### config.mk
export PLATFORM = sky130hd
export DESIGN_NAME = ctrl_xfer_seq
export DESIGN_NICKNAME = d
export VERILOG_FILES = /design/src/rtl/ctrl_seq_pkg.sv /design/src/rtl/ctrl_seq_in_track.sv /design/src/rtl/ctrl_seq_out_track.sv /design/src/rtl/ctrl_xfer_seq.sv
export SDC_FILE = /design/constraint.sdc
export NUM_CORES = 1
export LEC_CHECK = 0
export ABC_AREA = 0
export BUFFER_PORTS_ARGS = -buffer_cell sky130_fd_sc_hd__buf_2
export CAP_MARGIN = 5
export CORE_MARGIN = 5
export CORE_UTILIZATION = 64
export CTS_CLUSTER_SIZE = 8
export DETAILED_ROUTE_END_ITERATION = 8
export GPL_TIMING_DRIVEN = 1
export PLACE_DENSITY = 0.87
export REMOVE_ABC_BUFFERS = 1
export SYNTH_ARGS = -nofsm -noshare
export SYNTH_HDL_FRONTEND = slang
export SYNTH_SLANG_ARGS = --single-unit
### constraint.sdc
create_clock -name clk -period 9 [get_ports clk]
set_input_delay 0.9 -clock clk [delete_from_list [all_inputs] [get_ports clk]]
set_output_delay 0.9 -clock clk [all_outputs]
set_load 0.02 [all_outputs]
### src/rtl/ctrl_seq_pkg.sv
package ctrl_seq_pkg;

  typedef enum logic [2:0] {
    ST_IDLE,
    ST_DIN,
    ST_DIN_LAST,
    ST_STAT_OUT,
    ST_DOUT,
    ST_DOUT_LAST,
    ST_STAT_IN
  } seq_state_e;

  function automatic int unsigned umin(input int unsigned a, input int unsigned b);
    return (a < b) ? a : b;
  endfunction

  // trailing empty packet: reply nonzero, shorter than asked, whole packets
  function automatic logic zlp_rule(input int unsigned reply, input int unsigned req,
                                    input int unsigned mps);
    return (reply != 0) && (reply < req) && ((reply % mps) == 0);
  endfunction

  function automatic logic is_out_state(input seq_state_e s);
    return (s == ST_DOUT) || (s == ST_DOUT_LAST) || (s == ST_STAT_OUT);
  endfunction

endpackage

### src/rtl/ctrl_seq_in_track.sv
module ctrl_seq_in_track #(
  parameter int LEN_W = 16,
  parameter int MPS   = 64,
  parameter int PKT_W = 7
) (
  input  logic             clk,
  input  logic             rst_n,
  input  logic             load,
  input  logic [LEN_W-1:0] load_len,
  input  logic             load_zlp,
  input  logic             advance,
  output logic [PKT_W-1:0] chunk_len,
  output logic [LEN_W-1:0] offset,
  output logic             last_chunk,
  output logic             zlp_owed
);
  import ctrl_seq_pkg::*;

  localparam logic [LEN_W-1:0] MPS_L = LEN_W'(MPS);

  logic [LEN_W-1:0] rem_q;
  logic [LEN_W-1:0] off_q;
  logic             zlp_q;

  assign chunk_len  = PKT_W'(umin(32'(rem_q), MPS));
  assign last_chunk = (rem_q <= MPS_L);
  assign offset     = off_q;
  assign zlp_owed   = zlp_q;

  always_ff @(posedge clk) begin
    if (!rst_n) begin
      rem_q <= '0;
      off_q <= '0;
      zlp_q <= 1'b0;
    end else if (load) begin
      rem_q <= load_len;
      off_q <= '0;
      zlp_q <= load_zlp;
    end else if (advance) begin
      if (last_chunk) begin
        rem_q <= '0;
        off_q <= '0;
        zlp_q <= 1'b0;
      end else begin
        rem_q <= rem_q - MPS_L;
        off_q <= off_q + MPS_L;
      end
    end
  end

endmodule

### src/rtl/ctrl_seq_out_track.sv
module ctrl_seq_out_track #(
  parameter int LEN_W = 16,
  parameter int MPS   = 64,
  parameter int PKT_W = 7
) (
  input  logic             clk,
  input  logic             rst_n,
  input  logic             load,
  input  logic [LEN_W-1:0] load_len,
  input  logic             accept,
  output logic [PKT_W-1:0] expect_len,
  output logic             tail_next
);
  import ctrl_seq_pkg::*;

  localparam logic [LEN_W-1:0] MPS_L = LEN_W'(MPS);

  logic [LEN_W-1:0] req_q;
  logic [LEN_W-1:0] got_q;
  logic [LEN_W-1:0] left_w;
  logic [LEN_W-1:0] after_w;

  assign left_w     = req_q - got_q;
  assign expect_len = PKT_W'(umin(32'(left_w), MPS));
  assign after_w    = left_w - LEN_W'(expect_len);
  assign tail_next  = (after_w <= MPS_L);

  always_ff @(posedge clk) begin
    if (!rst_n) begin
      req_q <= '0;
      got_q <= '0;
    end else if (load) begin
      req_q <= load_len;
      got_q <= '0;
    end else if (accept) begin
      got_q <= got_q + LEN_W'(expect_len);
    end
  end

endmodule

### src/rtl/ctrl_xfer_seq.sv
module ctrl_xfer_seq #(
  parameter int LEN_W    = 16,
  parameter int MPS      = 64,
  parameter int MAX_XFER = 1024,
  localparam int PKT_W   = $clog2(MPS) + 1
) (
  input  logic             clk,
  input  logic             rst_n,
  input  logic             setup_valid,
  input  logic             setup_dir_in,
  input  logic [LEN_W-1:0] setup_req_len,
  input  logic [LEN_W-1:0] setup_reply_len,
  input  logic             in_busy,
  input  logic             in_done,
  input  logic             out_rcvd,
  input  logic [PKT_W-1:0] out_len,
  output logic             cmd_send,
  output logic [PKT_W-1:0] cmd_len,
  output logic [LEN_W-1:0] cmd_offset,
  output logic             cmd_zlp,
  output logic             out_open,
  output logic             cmd_stall,
  output logic             done_tx,
  output logic             done_rx
);
  import ctrl_seq_pkg::*;

  localparam logic [LEN_W-1:0] MPS_L = LEN_W'(MPS);

  seq_state_e state_q, state_d;
  logic       tx_owed_q, tx_owed_d;

  // clamped setup values
  logic [LEN_W-1:0] req_c;
  logic [LEN_W-1:0] reply_c;
  logic             zlp_ld;

  assign req_c   = LEN_W'(umin(32'(setup_req_len), MAX_XFER));
  assign reply_c = LEN_W'(umin(32'(setup_reply_len), 32'(req_c)));
  assign zlp_ld  = zlp_rule(32'(reply_c), 32'(req_c), MPS);

  // tracker outputs
  logic [PKT_W-1:0] chunk_len;
  logic [LEN_W-1:0] chunk_off;
  logic             last_chunk;
  logic             zlp_owed;
  logic [PKT_W-1:0] expect_len;
  logic             tail_next;

  // named internal events
  logic ev_in, ev_out, in_legal, out_legal, len_bad;
  logic ev_in_ok, ev_out_ok, tx_ok;

  assign ev_in     = in_done && !setup_valid;
  assign ev_out    = out_rcvd && !in_done && !setup_valid;
  assign in_legal  = ((state_q == ST_DIN) && !tx_owed_q) || (state_q == ST_DIN_LAST) ||
                     ((state_q == ST_STAT_IN) && !tx_owed_q);
  assign out_legal = is_out_state(state_q);
  assign len_bad   = ((state_q == ST_DOUT) || (state_q == ST_DOUT_LAST)) &&
                     (out_len != expect_len);
  assign ev_in_ok  = ev_in && in_legal;
  assign ev_out_ok = ev_out && out_legal && !len_bad;
  assign tx_ok     = !setup_valid && !in_done && !out_rcvd && !in_busy && tx_owed_q;

  assign cmd_send   = tx_ok && (state_q == ST_DIN);
  assign cmd_zlp    = tx_ok && (state_q == ST_STAT_IN);
  assign cmd_len    = chunk_len;
  assign cmd_offset = chunk_off;
  assign cmd_stall  = (ev_in && !in_legal) || (ev_out && (!out_legal || len_bad));
  assign out_open   = out_legal;
  assign done_tx    = ev_out_ok && (state_q == ST_STAT_OUT);
  assign done_rx    = ev_in_ok && (state_q == ST_STAT_IN);

  ctrl_seq_in_track #(.LEN_W(LEN_W), .MPS(MPS), .PKT_W(PKT_W)) in_trk_i (
    .clk        (clk),
    .rst_n      (rst_n),
    .load       (setup_valid),
    .load_len   (reply_c),
    .load_zlp   (zlp_ld),
    .advance    (cmd_send),
    .chunk_len  (chunk_len),
    .offset     (chunk_off),
    .last_chunk (last_chunk),
    .zlp_owed   (zlp_owed)
  );

  ctrl_seq_out_track #(.LEN_W(LEN_W), .MPS(MPS), .PKT_W(PKT_W)) out_trk_i (
    .clk        (clk),
    .rst_n      (rst_n),
    .load       (setup_valid),
    .load_len   (req_c),
    .accept     (ev_out_ok),
    .expect_len (expect_len),
    .tail_next  (tail_next)
  );

  always_comb begin
    state_d   = state_q;
    tx_owed_d = tx_owed_q;
    if (setup_valid) begin
      tx_owed_d = setup_dir_in;
      if (setup_dir_in)        state_d = ST_DIN;
      else if (req_c > MPS_L)  state_d = ST_DOUT;
      else                     state_d = ST_DOUT_LAST;
    end else if (cmd_stall) begin
      state_d   = ST_IDLE;
      tx_owed_d = 1'b0;
    end else if (cmd_send) begin
      tx_owed_d = 1'b0;
      if (last_chunk && !zlp_owed) state_d = ST_DIN_LAST;
    end else if (cmd_zlp) begin
      tx_owed_d = 1'b0;
    end else if (ev_in_ok) begin
      unique case (state_q)
        ST_DIN:      tx_owed_d = 1'b1;
        ST_DIN_LAST: state_d   = ST_STAT_OUT;
        default:     state_d   = ST_IDLE;
      endcase
    end else if (ev_out_ok) begin
      unique case (state_q)
        ST_DOUT: if (tail_next) state_d = ST_DOUT_LAST;
        ST_DOUT_LAST: begin
          state_d   = ST_STAT_IN;
          tx_owed_d = 1'b1;
        end
        default: state_d = ST_IDLE;
      endcase
    end
  end

  always_ff @(posedge clk) begin
    if (!rst_n) begin
      state_q   <= ST_IDLE;
      tx_owed_q <= 1'b0;
    end else begin
      state_q   <= state_d;
      tx_owed_q <= tx_owed_d;
    end
  end

endmodule

==> results_tabular.tex <==
\begin{tabular}{lr}
\hline
Metric & Value \\
\hline
\multicolumn{2}{l}{\textbf{Synth}} \\
Post-synth top flop & dfxtp\_1 \\
Proportion of netlist area held by the largest area contributor & 0.225 \\
Most frequent cells after synthesis & nor2\_1 (66), nand2\_1 (65), dfxtp\_1 (63) \\
Synthesized instance count & 718 \\
Seq cells post-synth & 63 \\
Cell accounting for the most synthesized area & dfxtp\_1 \\
Mean cell area of the mapped netlist & 7.79 sq um \\
Most frequently used cell type in the post-synthesis netlist & nor2\_1 \\
YS warnings & 0 \\
Summed instance area of the synthesized netlist & 5600 sq um \\
Cell types with the largest area share after synthesis & dfxtp\_1 (23\%), ha\_1 (12\%), a21oi\_1 (4.7\%) \\
Number of distinct library cells after synthesis & 83 \\
Async set-or-reset flop fraction in the synthesized netlist & 0 \\
Share of the yosys chip area belonging to registers & 0.225 \\
Post-synth EDFFs & 0 \\
\multicolumn{2}{l}{\textbf{STA}} \\
Hold Fails Final Rpt & 0 \\
Tcrit/Tclk final & 0.684 \\
Setup TNS & 0 ps \\
Final setup fails & 0 \\
Worst max-slew margin expressed relative to the limit & 0.406 \\
Clock Skews & 16.9 ps \\
Maximum clock frequency & 162 MHz \\
Slew Viols, Final & 0 \\
Unrepaired setup endpoints after global routing & false \\
Transition time at the pin with the least slew margin & 892 ps \\
Final min period & 6160 ps \\
\multicolumn{2}{l}{\textbf{Job}} \\
\# Max-Cap Violations & 0 \\
\multicolumn{2}{l}{\textbf{Worst setup path}} \\
Max FO, Critical Path & 30 \\
Crit path max-delay family & compound AO/OA/AOI/OAI gates \\
Worst flop-to-flop path startpoint & out\_trk\_i.got\_q[1] \\
Max incr delay on CP & 580 ps \\
CP Buf/Inv Count & 3 \\
Most repeated library cell on the critical path & a21o\_1 \\
Start point of the critical path & setup\_req\_len[14] \\
CP required & 9300 ps \\
Arrival time worst endpoint & 6450 ps \\
Classification of the worst setup path & primary input to flop \\
Setup crit start kind & primary input \\
Type of element capturing the critical path & flop \\
Cell type of the slowest stage on the worst timing path & a2111oi\_0 \\
\multicolumn{2}{l}{\textbf{Global route}} \\
Number of global-route vias before repair & 5519 \\
Global-route wire length before repair & 25400 microns \\
Initial antenna violation count & 0 \\
GRT Resource Usage Total & 0.276 \\
Total congestion overflow after global routing & 0 \\
Largest net degree at the start of global routing & 41 \\
\multicolumn{2}{l}{\textbf{Power and ir drop}} \\
Clock share of power & 0.380 \\
Part of the power in registers & 0.406 \\
Pint & 490 uW \\
Maximum vdd ir drop & 0.0751 mV \\
Reported leakage power & 2.73 nW \\
Switch share & 0.317 \\
Switching power summed over all nets & 228 uW \\
Total design power & 718 uW \\
Combinational cell fraction of total power & 0.214 \\
Power density normalized to cell area & 115 nW/um\^{}2 \\
\multicolumn{2}{l}{\textbf{Outcome}} \\
Run status & finished clean \\
\multicolumn{2}{l}{\textbf{Detailed routing}} \\
Post-route DRC violation count & 0 \\
Number of nets still failing antenna checks after routing & 0 \\
Post-Route WL & 15100 microns \\
Iteration count of the initial detailed-routing pass & 5 \\
Routed wire length per instance & 16.8 microns \\
Number of vias per cell & 6.31 \\
Via count & 5683 \\
Detailed Route Iter0 Violations & 346 \\
\multicolumn{2}{l}{\textbf{Clocking}} \\
Post-CTS setup-driven buffer insertion count & 0 \\
Count of hold-fix buffers inserted at cts & 0 \\
Number of buffers between clock root and the deepest sink & 2 \\
Post-CTS clock slew at the launch and capture registers of the worst setup and hold paths & 80 ps \\
CTS H-Tree Depth & 3 \\
Root Buffer & clkbuf\_8 \\
CTS tree & built \\
Clock buffers created by TritonCTS & 9 \\
Sink Count & 63 \\
PostCTS Resize Cnt & 0 \\
Worst-skew pair later-pin latency & 350 ps \\
\multicolumn{2}{l}{\textbf{Final layout}} \\
\# diodes & 0 \\
Share of cells above drive strength 1 & 0.149 \\
Final core utilization & 0.720 \\
Final cell count without fillers & 900 \\
Area Growth Syn to Fin & 11.2\% \\
Summed area of non-filler cells in the final layout & 6220 sq um \\
Number of nets at the end of the flow & 889 \\
\multicolumn{2}{l}{\textbf{Die}} \\
Chip Width & 104 microns \\
Core ar. & 8640 sq um \\
Ports & 75 \\
Initial cell density of the core & 0.648 \\
Row count & 34 \\
Chip Height & 104 microns \\
Area of the die & 10700 sq um \\
\multicolumn{2}{l}{\textbf{Placement}} \\
Total placed cells including tap cells & 884 \\
Cell Area, Placed & 6010 sq um \\
RePlAce Congestion & 0.937 \\
Placed wire-length estimate after detailed placement & 11700 microns \\
Count of port buffers added during placement & 68 \\
\multicolumn{2}{l}{\textbf{Hold path}} \\
Worst hold path class & flop to flop \\
Min-delay src & out\_trk\_i.req\_q[14] \\
\hline
\end{tabular}
registers in the layout (all words and copies together) (netlist names):
signal and flops:
state_q 3, in_trk_i.zlp_owed 1, out_trk_i.req_q 16, out_trk_i.got_q 16, in_trk_i.offset 10, in_trk_i.rem_q 16, tx_owed_q 1
power by group through the flow:
stage | clock (mW) | sequential [mW] | combinational (mW)
finish | 0.273 | 0.292 | 0.154
global route | 0.291 | 0.292 | 0.169
CTS | 0.273 | 0.291 | 0.151
detailed placement | 0 | 0.298 | 0.150
global placement | 0 | 0.297 | 0.143
floorplan | 0 | 0.296 | 0.101
final timing paths:
path / to / depth (start not counted) / slack [ps]
setup / recovery: in_trk_i.zlp_owed / 28 / 2840
hold reg to reg: out_trk_i.req_q[14] / 1 / 470
hold / removal: out_trk_i.req_q[14] / 1 / 470
setup reg to reg: out_trk_i.got_q[11] / 18 / 4360
routing by layer:
metal	share of wire	wire, microns	GRT usage
met5	0	0	0
met4	0.041	626	0.133
met3	0.070	1060	0.0429
met2	0.48	7200	0.449
met1	0.41	6240	0.355
cells in the final DEF, fill, tap and decap left out, types with 12 or more instances in the layout:
cell | Yosys | routed
o21ai_0 | 51 | 51
a21o_1 | 20 | 20
or3_1 | 12 | 12
nand3_1 | 18 | 18
nor2_1 | 66 | 66
xor2_1 | 15 | 15
nand4_1 | 15 | 15
and2_1 | 27 | 27
inv_1 | 32 | 32
nand2_1 | 65 | 65
mux2i_1 | 12 | 12
nor3_1 | 22 | 21
dfxtp_1 | 63 | 63
nand2b_1 | 17 | 17
buf_2 | 5 | 68
a21oi_1 | 52 | 52
conb_1 | 2 | 16
ha_1 | 54 | 54
area by class of cell:
type                       instances  area (sq um)
sequential                        63          1260
tap                              108           135
inverter                          34           128
clock inverter                     5          63.8
fill                             707          2410
multi-input combinational        607          4110
timing repair buffer              72           370
clock buffer                      11           151
cell families after synthesis:
| group | Yosys count | synth area share |
|---|---|---|
| compound gates | 202 | 0.254 |
| xor+xnor | 26 | 0.0407 |
| fa+ha+maj | 56 | 0.128 |
| buf+inv | 62 | 0.0501 |
| flops | 63 | 0.225 |
| mux | 12 | 0.0215 |
| other cells | 2 | 0.00134 |
| simple gates | 295 | 0.279 |
worst reg2reg max path, delay by kind of cell, from the launching register on:
| kind | cells | cell delay (ps) |
|---|---|---|
| AO/OA/AOI/OAI | 7 | 1870 |
| adder cells (fa/ha/maj) | 2 | 520 |
| buffers and inverters | 2 | 210 |
| flip-flops | 1 | 430 |
| AND/OR/NAND/NOR | 7 | 1460 |
metrics by stage:
| stage | setup slack (ps) | hold slack (ps) |
|---|---|---|
| finish | 2840 | 471 |
| global route | 2590 | 502 |
| CTS | 2950 | 474 |
| detailed placement | 2630 | 453 |
| global placement | 2930 | 451 |
| floorplan | 1820 | 434 |
(Power assumes the default switching activity.)
